## src/rtl/bidir_port_pkg.sv

```systemverilog
package bidir_port_pkg;
  localparam int unsigned ADDR_W = 3;

  typedef enum logic [ADDR_W-1:0] {
    SEL_LEVEL  = 3'd0,
    SEL_DIR    = 3'd1,
    SEL_PULLUP = 3'd2,
    SEL_PULLDN = 3'd3,
    SEL_ODRAIN = 3'd4
  } reg_sel_e;
endpackage

```

## src/rtl/bidir_port_sync.sv

```systemverilog
module bidir_port_sync #(
  parameter int unsigned WIDTH  = 8,
  parameter int unsigned STAGES = 2
) (
  input  logic             clk,
  input  logic             rst_n,
  input  logic [WIDTH-1:0] async_in,
  output logic [WIDTH-1:0] sync_out
);
  logic [WIDTH-1:0] stage_q [STAGES];

  always_ff @(posedge clk or negedge rst_n) begin
    if (!rst_n) begin
      for (int k = 0; k < STAGES; k++) stage_q[k] <= '0;
    end else begin
      stage_q[0] <= async_in;
      for (int k = 1; k < STAGES; k++) stage_q[k] <= stage_q[k-1];
    end
  end

  assign sync_out = stage_q[STAGES-1];
endmodule

```

## src/rtl/bidir_port_regs.sv

```systemverilog
module bidir_port_regs
  import bidir_port_pkg::*;
#(
  parameter int unsigned WIDTH = 8
) (
  input  logic              clk,
  input  logic              rst_n,
  input  logic              wr_en,
  input  logic [ADDR_W-1:0] addr,
  input  logic [WIDTH-1:0]  wdata,
  output logic [WIDTH-1:0]  level_q,
  output logic [WIDTH-1:0]  dir_q,
  output logic [WIDTH-1:0]  pu_q,
  output logic [WIDTH-1:0]  pd_q,
  output logic [WIDTH-1:0]  od_q
);
  always_ff @(posedge clk or negedge rst_n) begin
    if (!rst_n) begin
      level_q <= '0;
      dir_q   <= '1;
      pu_q    <= '0;
      pd_q    <= '0;
      od_q    <= '0;
    end else if (wr_en) begin
      case (reg_sel_e'(addr))
        SEL_LEVEL:  level_q <= wdata;
        SEL_DIR:    dir_q   <= wdata;
        SEL_PULLUP: pu_q    <= wdata;
        SEL_PULLDN: pd_q    <= wdata;
        SEL_ODRAIN: od_q    <= wdata;
        default:    ;
      endcase
    end
  end
endmodule

```

## src/rtl/bidir_port_pad.sv

```systemverilog
module bidir_port_pad #(
  parameter int unsigned WIDTH = 8
) (
  input  logic [WIDTH-1:0] level_q,
  input  logic [WIDTH-1:0] dir_q,
  input  logic [WIDTH-1:0] pu_q,
  input  logic [WIDTH-1:0] pd_q,
  input  logic [WIDTH-1:0] od_q,
  output logic [WIDTH-1:0] pad_out,
  output logic [WIDTH-1:0] pad_oe,
  output logic [WIDTH-1:0] pull_up,
  output logic [WIDTH-1:0] pull_dn
);
  for (genvar i = 0; i < WIDTH; i++) begin : g_pin
    logic drive_en;
    always_comb begin
      if (dir_q[i])      drive_en = 1'b0;
      else if (od_q[i])  drive_en = ~level_q[i];
      else               drive_en = 1'b1;
    end
    assign pad_oe[i]  = drive_en;
    assign pad_out[i] = od_q[i] ? 1'b0 : level_q[i];
    assign pull_up[i] = pu_q[i];
    assign pull_dn[i] = pd_q[i] & ~pu_q[i];
  end
endmodule

```

## src/rtl/bidir_port_change.sv

```systemverilog
module bidir_port_change #(
  parameter int unsigned WIDTH = 8
) (
  input  logic             clk,
  input  logic             rst_n,
  input  logic [WIDTH-1:0] sampled,
  input  logic [WIDTH-1:0] dir_q,
  input  logic             snap_take,
  output logic             flag
);
  logic [WIDTH-1:0] snap_q;
  logic             mismatch;

  assign mismatch = |((sampled ^ snap_q) & dir_q);

  always_ff @(posedge clk or negedge rst_n) begin
    if (!rst_n) begin
      snap_q <= '0;
      flag   <= 1'b0;
    end else if (snap_take) begin
      snap_q <= sampled;
      flag   <= 1'b0;
    end else if (mismatch) begin
      flag   <= 1'b1;
    end
  end
endmodule

```

## src/rtl/bidir_port.sv

```systemverilog
module bidir_port
  import bidir_port_pkg::*;
#(
  parameter int unsigned WIDTH       = 8,
  parameter int unsigned SYNC_STAGES = 2
) (
  input  logic              clk,
  input  logic              rst_n,
  input  logic              bus_wr,
  input  logic              bus_rd,
  input  logic [ADDR_W-1:0] bus_addr,
  input  logic [WIDTH-1:0]  bus_wdata,
  output logic [WIDTH-1:0]  bus_rdata,
  input  logic [WIDTH-1:0]  pad_in,
  output logic [WIDTH-1:0]  pad_out,
  output logic [WIDTH-1:0]  pad_oe,
  output logic [WIDTH-1:0]  pull_up,
  output logic [WIDTH-1:0]  pull_dn,
  output logic              chg_event
);
  logic [WIDTH-1:0] level_q, dir_q, pu_q, pd_q, od_q;
  logic [WIDTH-1:0] in_sync;
  logic             level_read;

  bidir_port_sync #(.WIDTH(WIDTH), .STAGES(SYNC_STAGES)) u_sync (
    .clk(clk), .rst_n(rst_n), .async_in(pad_in), .sync_out(in_sync)
  );

  bidir_port_regs #(.WIDTH(WIDTH)) u_regs (
    .clk(clk), .rst_n(rst_n), .wr_en(bus_wr), .addr(bus_addr),
    .wdata(bus_wdata), .level_q(level_q), .dir_q(dir_q),
    .pu_q(pu_q), .pd_q(pd_q), .od_q(od_q)
  );

  bidir_port_pad #(.WIDTH(WIDTH)) u_pad (
    .level_q(level_q), .dir_q(dir_q), .pu_q(pu_q), .pd_q(pd_q),
    .od_q(od_q), .pad_out(pad_out), .pad_oe(pad_oe),
    .pull_up(pull_up), .pull_dn(pull_dn)
  );

  assign level_read = bus_rd && (reg_sel_e'(bus_addr) == SEL_LEVEL);

  bidir_port_change #(.WIDTH(WIDTH)) u_chg (
    .clk(clk), .rst_n(rst_n), .sampled(in_sync), .dir_q(dir_q),
    .snap_take(level_read), .flag(chg_event)
  );

  always_comb begin
    case (reg_sel_e'(bus_addr))
      SEL_LEVEL:  bus_rdata = (in_sync & dir_q) | (level_q & ~dir_q);
      SEL_DIR:    bus_rdata = dir_q;
      SEL_PULLUP: bus_rdata = pu_q;
      SEL_PULLDN: bus_rdata = pd_q;
      SEL_ODRAIN: bus_rdata = od_q;
      default:    bus_rdata = '0;
    endcase
  end
endmodule

```

## config.mk

```make
export PLATFORM = sky130hd
export DESIGN_NAME = bidir_port
export DESIGN_NICKNAME = d
export VERILOG_FILES = /design/src/rtl/bidir_port_pkg.sv /design/src/rtl/bidir_port_sync.sv /design/src/rtl/bidir_port_regs.sv /design/src/rtl/bidir_port_pad.sv /design/src/rtl/bidir_port_change.sv /design/src/rtl/bidir_port.sv
export SDC_FILE = /design/constraint.sdc
export NUM_CORES = 1
export LEC_CHECK = 0
export CAP_MARGIN = 15
export CORE_MARGIN = 3
export CORE_UTILIZATION = 31
export CTS_CLUSTER_DIAMETER = 100
export DETAILED_ROUTE_END_ITERATION = 8
export GPL_ROUTABILITY_DRIVEN = 0
export RECOVER_POWER = 50
export SYNTH_ARGS = -nofsm -noshare
export SYNTH_HDL_FRONTEND = slang
export SYNTH_SLANG_ARGS = --single-unit
```

## constraint.sdc

```tcl
create_clock -name clk -period 2.16 [get_ports clk]
set_input_delay 0.54 -clock clk [delete_from_list [all_inputs] [get_ports clk]]
set_output_delay 0.54 -clock clk [all_outputs]
set_load 0.005 [all_outputs]
```

Word-level counts from Yosys, hierarchy flattened. Cells that the tools add are included.

Bits in registers: 65. Input bits: 23. Output and inout bits: 41. Logic and storage cells: 79.

Equality and inequality tests: 4. Multiplexer cells: 27. Bitwise operators: 30. Reductions and logical operators: 9.

Operators with widths (count): one-hot mux 8 bit (5 select lines) (1); 2-to-1 mux 1 bit (26); AND 8 bit (3); NOT 1 bit (16); AND reduction 2 bit (5); AND 1 bit (8); NOT 8 bit (1); bitwise OR 8 bit (1); OR reduction 8 bit (1); XOR 8 bit (1); == test 3 x 2 -> 1 bit, second input constant (2); == test 3 x 1 -> 1 bit, second input constant (1); == test 3 bit, second input constant (1); zero test 3 bit (1); nonzero test 2 bit (1); logical AND 1 bit (1).

Longest topological paths before layout. Gate-level depths: netlist of run 1.

Depth in word-level cells: 5. Gate-level depth with buffers: 6.

Hierarchy. A second synthesis of run 1 with hierarchy kept.

Cell total of the unflattened synthesis: 224. Area total of the unflattened synthesis: 3160.5 um^2.

By module, submodules not included: bidir_port_regs (times used 1, cells an instance 88, area an instance 1539.0 um^2, seq. area each 1011.0 um^2); bidir_port_sync (times used 1, cells an instance 24, area an instance 460.4 um^2, seq. area each 400.4 um^2); bidir_port_change (times used 1, cells an instance 31, area an instance 435.4 um^2, seq. area each 225.2 um^2); bidir_port (times used 1, cells an instance 41, area an instance 415.4 um^2, seq. area each 0.0 um^2); bidir_port_pad (times used 1, cells an instance 40, area an instance 310.3 um^2, seq. area each 0.0 um^2).

Worst setup path before layout of run 1. OpenSTA, ideal clock, no wires.

Kind: in2out. Start point: in bus_addr[1]. End point: out bus_rdata[6]. Data arrival time: 1.476 ns. Path slack: 0.144 ns. Stages: 6. Path buffers: 2. Cell sequence: buf_4 > buf_4 > nor2_1 > a22o_1 > a222oi_1 > o21ai_1.

Cells in the longest elaborated chain, start to end: 2. Elaborated cells between the ends (all ways): 6. Those cells by class: 4 x eq/ne; 1 x mux; 1 x reduce/logical.

Ends and longest elaborated chain: start: declaration (line bidir_port.sv:11) `input logic [ADDR_W-1:0] bus_addr,`; == test 3 bit (tied with other cells) (line bidir_port.sv:49) `case (reg_sel_e'(bus_addr))`; one-hot mux 8 bit (5 select lines) (*) (line bidir_port.sv:49); end: declaration (line bidir_port.sv:13) `output logic [WIDTH-1:0] bus_rdata,`.

Mark *: on every way between the ends. The rest lies on a longest branch, timed or not.

Worst setup path after layout of run 1.
Start point: reg u_regs.dir_q[7]. End point: out bus_rdata[7].

Cells in the longest elaborated chain, start to end: 4. Elaborated cells between the ends (all ways): 5. Those cells by class: 1 x mux; 4 x bitwise.

Ends and longest elaborated chain: start: declaration (line bidir_port_regs.sv:12) `output logic [WIDTH-1:0] dir_q,`; start signal: assignment (line bidir_port_regs.sv:27) `SEL_DIR: dir_q <= wdata;`; NOT 8 bit (line bidir_port.sv:50) `SEL_LEVEL: bus_rdata = (in_sync & dir_q) | (level_q & ~dir_q);`; AND 8 bit (line bidir_port.sv:50); bitwise OR 8 bit (line bidir_port.sv:50); one-hot mux 8 bit (5 select lines) (*) (line bidir_port.sv:49).

Marks and branches as above.

==> results of run 1 <==
## registers in the layout, summed over array words and instances, names as in the netlist
register,count
u_regs.dir_q,8
u_sync.stage_q,8
u_sync.sync_out,8
u_chg.snap_q,8
u_regs.pd_q,8
u_regs.pu_q,8
u_regs.level_q,8
u_chg.flag,1
u_regs.od_q,8
## how the worst max path moves through the flow
stage / start / cells past startpoint / slack [ns] / endpoint
after global routing: u_regs.dir_q[6]$_DFFE_PN1P_ / 5 / -0.14 / bus_rdata[6]
after floorplan: bus_addr[1] / 6 / 0.14 / bus_rdata[6]
after detailed placement: bus_addr[2] / 7 / -0.84 / bus_rdata[1]
after CTS: u_regs.dir_q[6]$_DFFE_PN1P_ / 5 / -0.05 / bus_rdata[6]
final: u_regs.dir_q[7]$_DFFE_PN1P_ / 5 / -0.04 / bus_rdata[7]
after global placement: bus_addr[1] / 7 / -0.89 / bus_rdata[5]
## metrics by stage
stage	cell area, µm²	hold slack (ns)	util	power (µW)
5_1_grt	4310	0.353	0.460	3910
6_report	4310	0.348	0.460	3700
4_1_cts	4280	0.209	0.457	3740
3_3_place_gp	4020	0.333	0.429	2680
2_1_floorplan	3040	0.244	-	2140
3_5_place_dp	4020	0.335	0.429	2710
## cell type report
| type | count | area (µm²) |
|---|---|---|
| tap | 129 | 161 |
| timing repair buffer | 103 | 967 |
| clock inverter | 3 | 40.0 |
| multi-input combinational | 153 | 1350 |
| inverter | 2 | 7.51 |
| fill | 903 | 5060 |
| sequential | 65 | 1640 |
| clock buffer | 13 | 149 |
## routing by layer
metal,up-vias,global-route usage,part of all wire
li1,1037,-,-
met1,1086,0.176,0.45
met2,58,0.219,0.47
met3,7,0.0476,0.068
met4,0,0.0394,0.011
met5,-,0,0
## cells by family after synthesis
kind of cell | after synthesis
flip-flops | 65
buffers and inverters | 19
multiplexers | 50
XOR/XNOR | 8
AO/OA/AOI/OAI | 42
AND/OR/NAND/NOR | 53
## critical path: stages, from the launching register on
cell,delay [ns]
dfstp_2,0.53
nor2_1,0.04
a22o_1,0.19
a222oi_1,0.28
o21ai_1,0.14
buf_2,0.15
## what timing repair did
action,4_1_cts,5_1_grt
buffers inserted,3,2
gates cloned,2,0
pin swaps,10,1
setup endpoints to repair,8,7
resized for setup,50,14
## power by group
group	internal [µW]	switching, µW	total (µW)
registers	1460	196	1650
clock network	562	436	998
logic	683	368	1050
## cells in the final DEF (no fill, tap or decap), types with 3 or more instances in the layout
cell type        count
dfrtp_1             57
clkdlybuf4s50_1     42
mux2_2              38
buf_4               35
nor2b_1             16
a21oi_1             12
nor2_1              11
clkbuf_8            10
nand2_1              9
dlygate4sd3_1        9
mux2_4               8
xor2_1               8
dfstp_2              8
a22o_1               7
buf_2                6
mux2i_1              4
o21ai_0              4
buf_12               4
o21ai_1              3
a222oi_1             3
clkbuf_1             3
clkbuf_2             3
==> results.md, run 1 <==
- Max Cap Viol: 1
- Worst path arrival time: between 1.5 and 2 ns
- Leading area contributor after synthesis: dfrtp_1
- Die W: 105 µm
- Vias in the first global route: 2,253
- Via count: between 2,000 and 2,500
- Overall Global Routing Usage: 0.137
- Synth Instances: 237
- DRC: 0
- Die area: 11,000 µm²
- IO Port Bufs: 63
- Antenna viol nets, final: 0
- H-tree depth: 3
- Violated checks: capacitance limit, slew limit, setup timing
- Post-CTS Hold Buffers: 0
- Yosys warns: 0
- Main synth FF type: dfrtp_1
- Clk Latency, worst-skew pair: 0.34 ns
- Starting Density: 0.325
- GRT overflow: 0
- Crit Path Class: flop to primary output
- Final instance count without filler cells: 468
- Hold path cells: 0
- CP Max Fanout: 2
- Final period util: 1.02
- CORE AREA: around 9400 µm²
- Diodes inserted: 0
- Crit start category: flop
- Cell Rows: 35
- Seq/Total Area, Yosys: 0.538
- Synth Register Bits: 65
- First-pass GRT wire length: 11,800 µm
- Post-Synth XOR/XNOR Area: 0.0230
- Worst hold endpoint: u_sync.sync_out[3]$_DFF_PN0_
- Reg2Reg Setup Slack: 0.90 ns
- Synthesized Nets: 260
- Share of the synthesized area in the top cell type: 0.469
- Setup WS pre-CTS: -0.840 ns
- Worst setup EP type: primary output
- Layout Area Growth over Synthesis: 41.6%
- Top cells by count, synth: 57 x dfrtp_1, 38 x mux2_2, 17 x nor2b_1, 14 x nor2_1, 13 x buf_4
- Vias per inst: 4.68
- Share of cells above drive strength 1: 0.398
- Main combinational cell family by area after synthesis: multiplexers
- Post-Syn Area: 3040 µm²
- Worst VDD drop: 0.362 mV
- Largest net degree at the start of global routing: 66
- First-pass DRT Iterations: 4
- TritonCTS buffer count: 9
- Ys async rst share: 1.00
- Synth area leaders: dfrtp_1 47%, mux2_2 14%, dfstp_2 6.9%, mux2_4 3.9%, nor2b_1 3.5%
- Leakage: 0.00187 µW
- Hold_sp: u_sync.stage_q[11]$_DFF_PN0_
- Worst Max-Slew Pin Slew: 1.57 ns
- I/O pins: between 60 and 70
- Total wire length: roughly 7400 µm
- Fin. Hold Viols: 0
- Die Span Y: 105 µm
- Setup TNS: -0.0793 ns
- Initial antenna violation count: 0
- Synth Area in Compound Gates: 0.0962
- DP HPWL: 5370 µm
- Final worst clock skew: roughly 0.006 ns
- CTS tree: built
- Status: finished with violations
- Worst reg2reg path startpoint: u_sync.sync_out[2]$_DFF_PN0_
- Worst-path clk slew: approximately 0.060 ns
- Max frequency: 454 MHz
- Post-synth EDFFs: 0
- Cell Pwr Density: 859 nW/µm²
- Total clock sinks: 65
- Iter 0 DRT Violations: 106
- RR Endpoint: u_chg.flag$_DFFE_PN0P_
- Placed cells: ~450
- Maximum clock insertion buffer count: 2
- Simple-gate share of the synthesized area: 0.106
- Root buf cell: clkbuf_8
- Reg2Reg Depth: 4
- Adder-cell share of the synthesized area: 0
- Post-route worst setup slack: -0.0428 ns
- RSZ-0062 raised after global routing: yes
- Max Slew Vio Count: 66
- Final nets: between 300 and 400
- Syn Area/Cell: 12.8 µm²
- Worst path required time: 1.62 ns
- Hold crit path type: flop to flop
- Netlist cell types: 37
- Most common cell in the netlist: dfrtp_1
- Mux cell area share after synthesis: 0.193
- Min Tclk post-route: 2.20 ns
- Max_slew headroom: -0.0442
- DR WL/cell: 15.9 µm
- Final setup vio count: 3
No activity file was read; power rests on OpenSTA's default activity.
==> run 2, diff against run 1 <==
--- a/config.mk
+++ b/config.mk
@@ -12,6 +12,7 @@
 export DETAILED_ROUTE_END_ITERATION = 8
 export GPL_ROUTABILITY_DRIVEN = 0
 export RECOVER_POWER = 50
+export SKIP_LAST_GASP = 1
 export SYNTH_ARGS = -nofsm -noshare
 export SYNTH_HDL_FRONTEND = slang
 export SYNTH_SLANG_ARGS = --single-unit
==> results.md, run 2 (synthesis results as in run 1) <==
- Status: finished with violations
- Violated checks: capacitance limit, slew limit, setup timing
- Share of cells above drive strength 1: 0.386
- Max frequency: 453 MHz
- Min Hold Slack: 0.348 ns
- Area of the multi-input gates: 1340 µm²
- Comb pwr share: 0.284
- Clock power frac: 0.270
- Post-route worst setup slack: -0.0462 ns
- Vias in the first global route: between 2,000 and 2,500
- Layout Area Growth over Synthesis: 41.5%
- Min Tclk post-route: about 2.2 ns
- RSZ-0062 raised after global routing: yes
- Most frequent cells in the layout: 57 x dfrtp_1, 42 x clkdlybuf4s50_1, 38 x mux2_2, 35 x buf_4, 16 x nor2b_1
- CORE AREA: 9370 µm²
- Worst VDD drop: approximately 0.36 mV
- Final instance count without filler cells: 468
- Detail Route met2 WL: approximately 3500 µm
- TritonCTS buffer count: 9
- Max Cap Viol: 1
- Sw Ratio: 0.271
- Final setup vio count: 3
- Hold crit path type: flop to flop
- Largest net degree at the start of global routing: 66
- Cell Rows: 35
- IO Port Bufs: 63
- Worst Max-Slew Pin Slew: between 1.5 and 2 ns
- First-pass GRT wire length: 11,800 µm
- CTS tree: built
- Setup TNS: -0.0839 ns
- Met3 wire length: around 420 µm
- Total wire length: 7420 µm
- Register area: between 1500 and 2000 µm²
- Final nets: between 300 and 400
- Die W: 105 µm
- Fillers: between 900 and 1,000
- GRT overflow: 0
- Worst path arrival time: 1.67 ns
- Sequential Power Share: 0.446
- First-pass DRT Iterations: 4
- Post-CTS Hold Buffers: 0
- Vias per inst: ~4.6
- Commonest non-fill, non-tap cell in the layout: dfrtp_1
- Diodes inserted: 0
- Initial antenna violation count: 0
- Switch Pwr: between 1000 and 1500 µW
- Worst-path clk slew: 0.06 ns
- I/O pins: 64
- Metal1 wirelength: approximately 3400 µm
- Max Slew Vio Count: 66
- Via count: between 2,000 and 2,500
- Leakage: around 0.0019 µW
- Clk Latency, worst-skew pair: 0.35 ns
- Starting Density: 0.325
- Max_slew headroom: -0.0449
- Top Metal Used: met4
- Pint: 2700 µW
- Final period util: 1.02
- Root buf cell: clkbuf_8
- Die Span Y: 105 µm
- DP HPWL: between 5000 and 6000 µm
- DR WL/cell: 15.9 µm
- H-tree depth: 3
- Final worst clock skew: 0.00595 ns
- Fin. Hold Viols: 0
- Antenna viol nets, final: 0
- CP Max Fanout: 2
- Placed cells: 446
- Overall Global Routing Usage: 0.137
- Crit Path Class: flop to primary output
- Total clock sinks: 65
- Maximum clock insertion buffer count: 2
- DRC: 0
- Crit start category: flop
- Worst path required time: 1.62 ns
- Iter 0 DRT Violations: 102
- Die area: 11,000 µm²
- Worst setup EP type: primary output
- Cell Pwr Density: around 860 nW/µm²
[run 2: timing repair]
action                                  4_1_cts  5_1_grt
buffers inserted                              3        2
gates cloned                                  2        0
gates resized for setup                      50       10
pin swaps                                    10        1
endpoints found under the setup margin        8        7
[run 2: metrics by stage]
step	utilization	area (µm²)	total power [µW]	setup slack (ns)
2_1_floorplan	-	3040	2140	0.144
3_3_place_gp	0.429	4020	2680	-0.889
3_5_place_dp	0.429	4020	2710	-0.840
4_1_cts	0.457	4280	3740	-0.0497
5_1_grt	0.459	4310	3910	-0.131
6_report	0.459	4310	3710	-0.0462
[run 2: path summary, 6_finish.rpt]
check | startpoint | end | slack (ns) | depth (start not counted)
max | u_regs.dir_q[7]$_DFFE_PN1P_ | bus_rdata[7] | -0.05 | 5
min | u_sync.stage_q[11]$_DFF_PN0_ | u_sync.sync_out[3]$_DFF_PN0_ | 0.35 | 0
max reg2reg | u_sync.sync_out[2]$_DFF_PN0_ | u_chg.flag$_DFFE_PN0P_ | 0.90 | 4
min reg2reg | u_sync.stage_q[11]$_DFF_PN0_ | u_sync.sync_out[3]$_DFF_PN0_ | 0.35 | 0
max in group asynchronous | rst_n | u_regs.od_q[7]$_DFFE_PN0P_ | 0.54 | 2
min in group asynchronous | rst_n | u_sync.stage_q[8]$_DFF_PN0_ | 0.67 | 2
[run 2: power groups by stage]
stage          logic [µW]  registers [µW]  clock network, µW
6_report             1050            1650               1000
5_1_grt              1140            1680               1090
4_1_cts              1050            1650               1030
3_5_place_dp         1030            1680                  0
3_3_place_gp         1010            1670                  0
2_1_floorplan         517            1630                  0
[run 2: layout make-up]
| cell class | count | area share |
|---|---|---|
| clock buffers | 13 | 0.0346 |
| clock inverters | 3 | 0.00930 |
| inverters | 2 | 0.00174 |
| multi-input cells | 153 | 0.311 |
| flip-flops and latches | 65 | 0.380 |
| well taps | 129 | 0.0375 |
| repair buffers | 103 | 0.226 |
[run 2: routing by layer]
layer | vias to the layer above | global-route usage
met5 | - | 0
li1 | 1041 | -
met3 | 12 | 0.0476
met2 | 48 | 0.219
met4 | 0 | 0.0394
met1 | 1073 | 0.176
[run 2: critical path, cell delays in order (launching register included)]
cell and delay, ns:
dfstp_2 0.53, nor2_1 0.04, a22o_1 0.19, a222oi_1 0.28
o21ai_1 0.14, buf_2 0.15
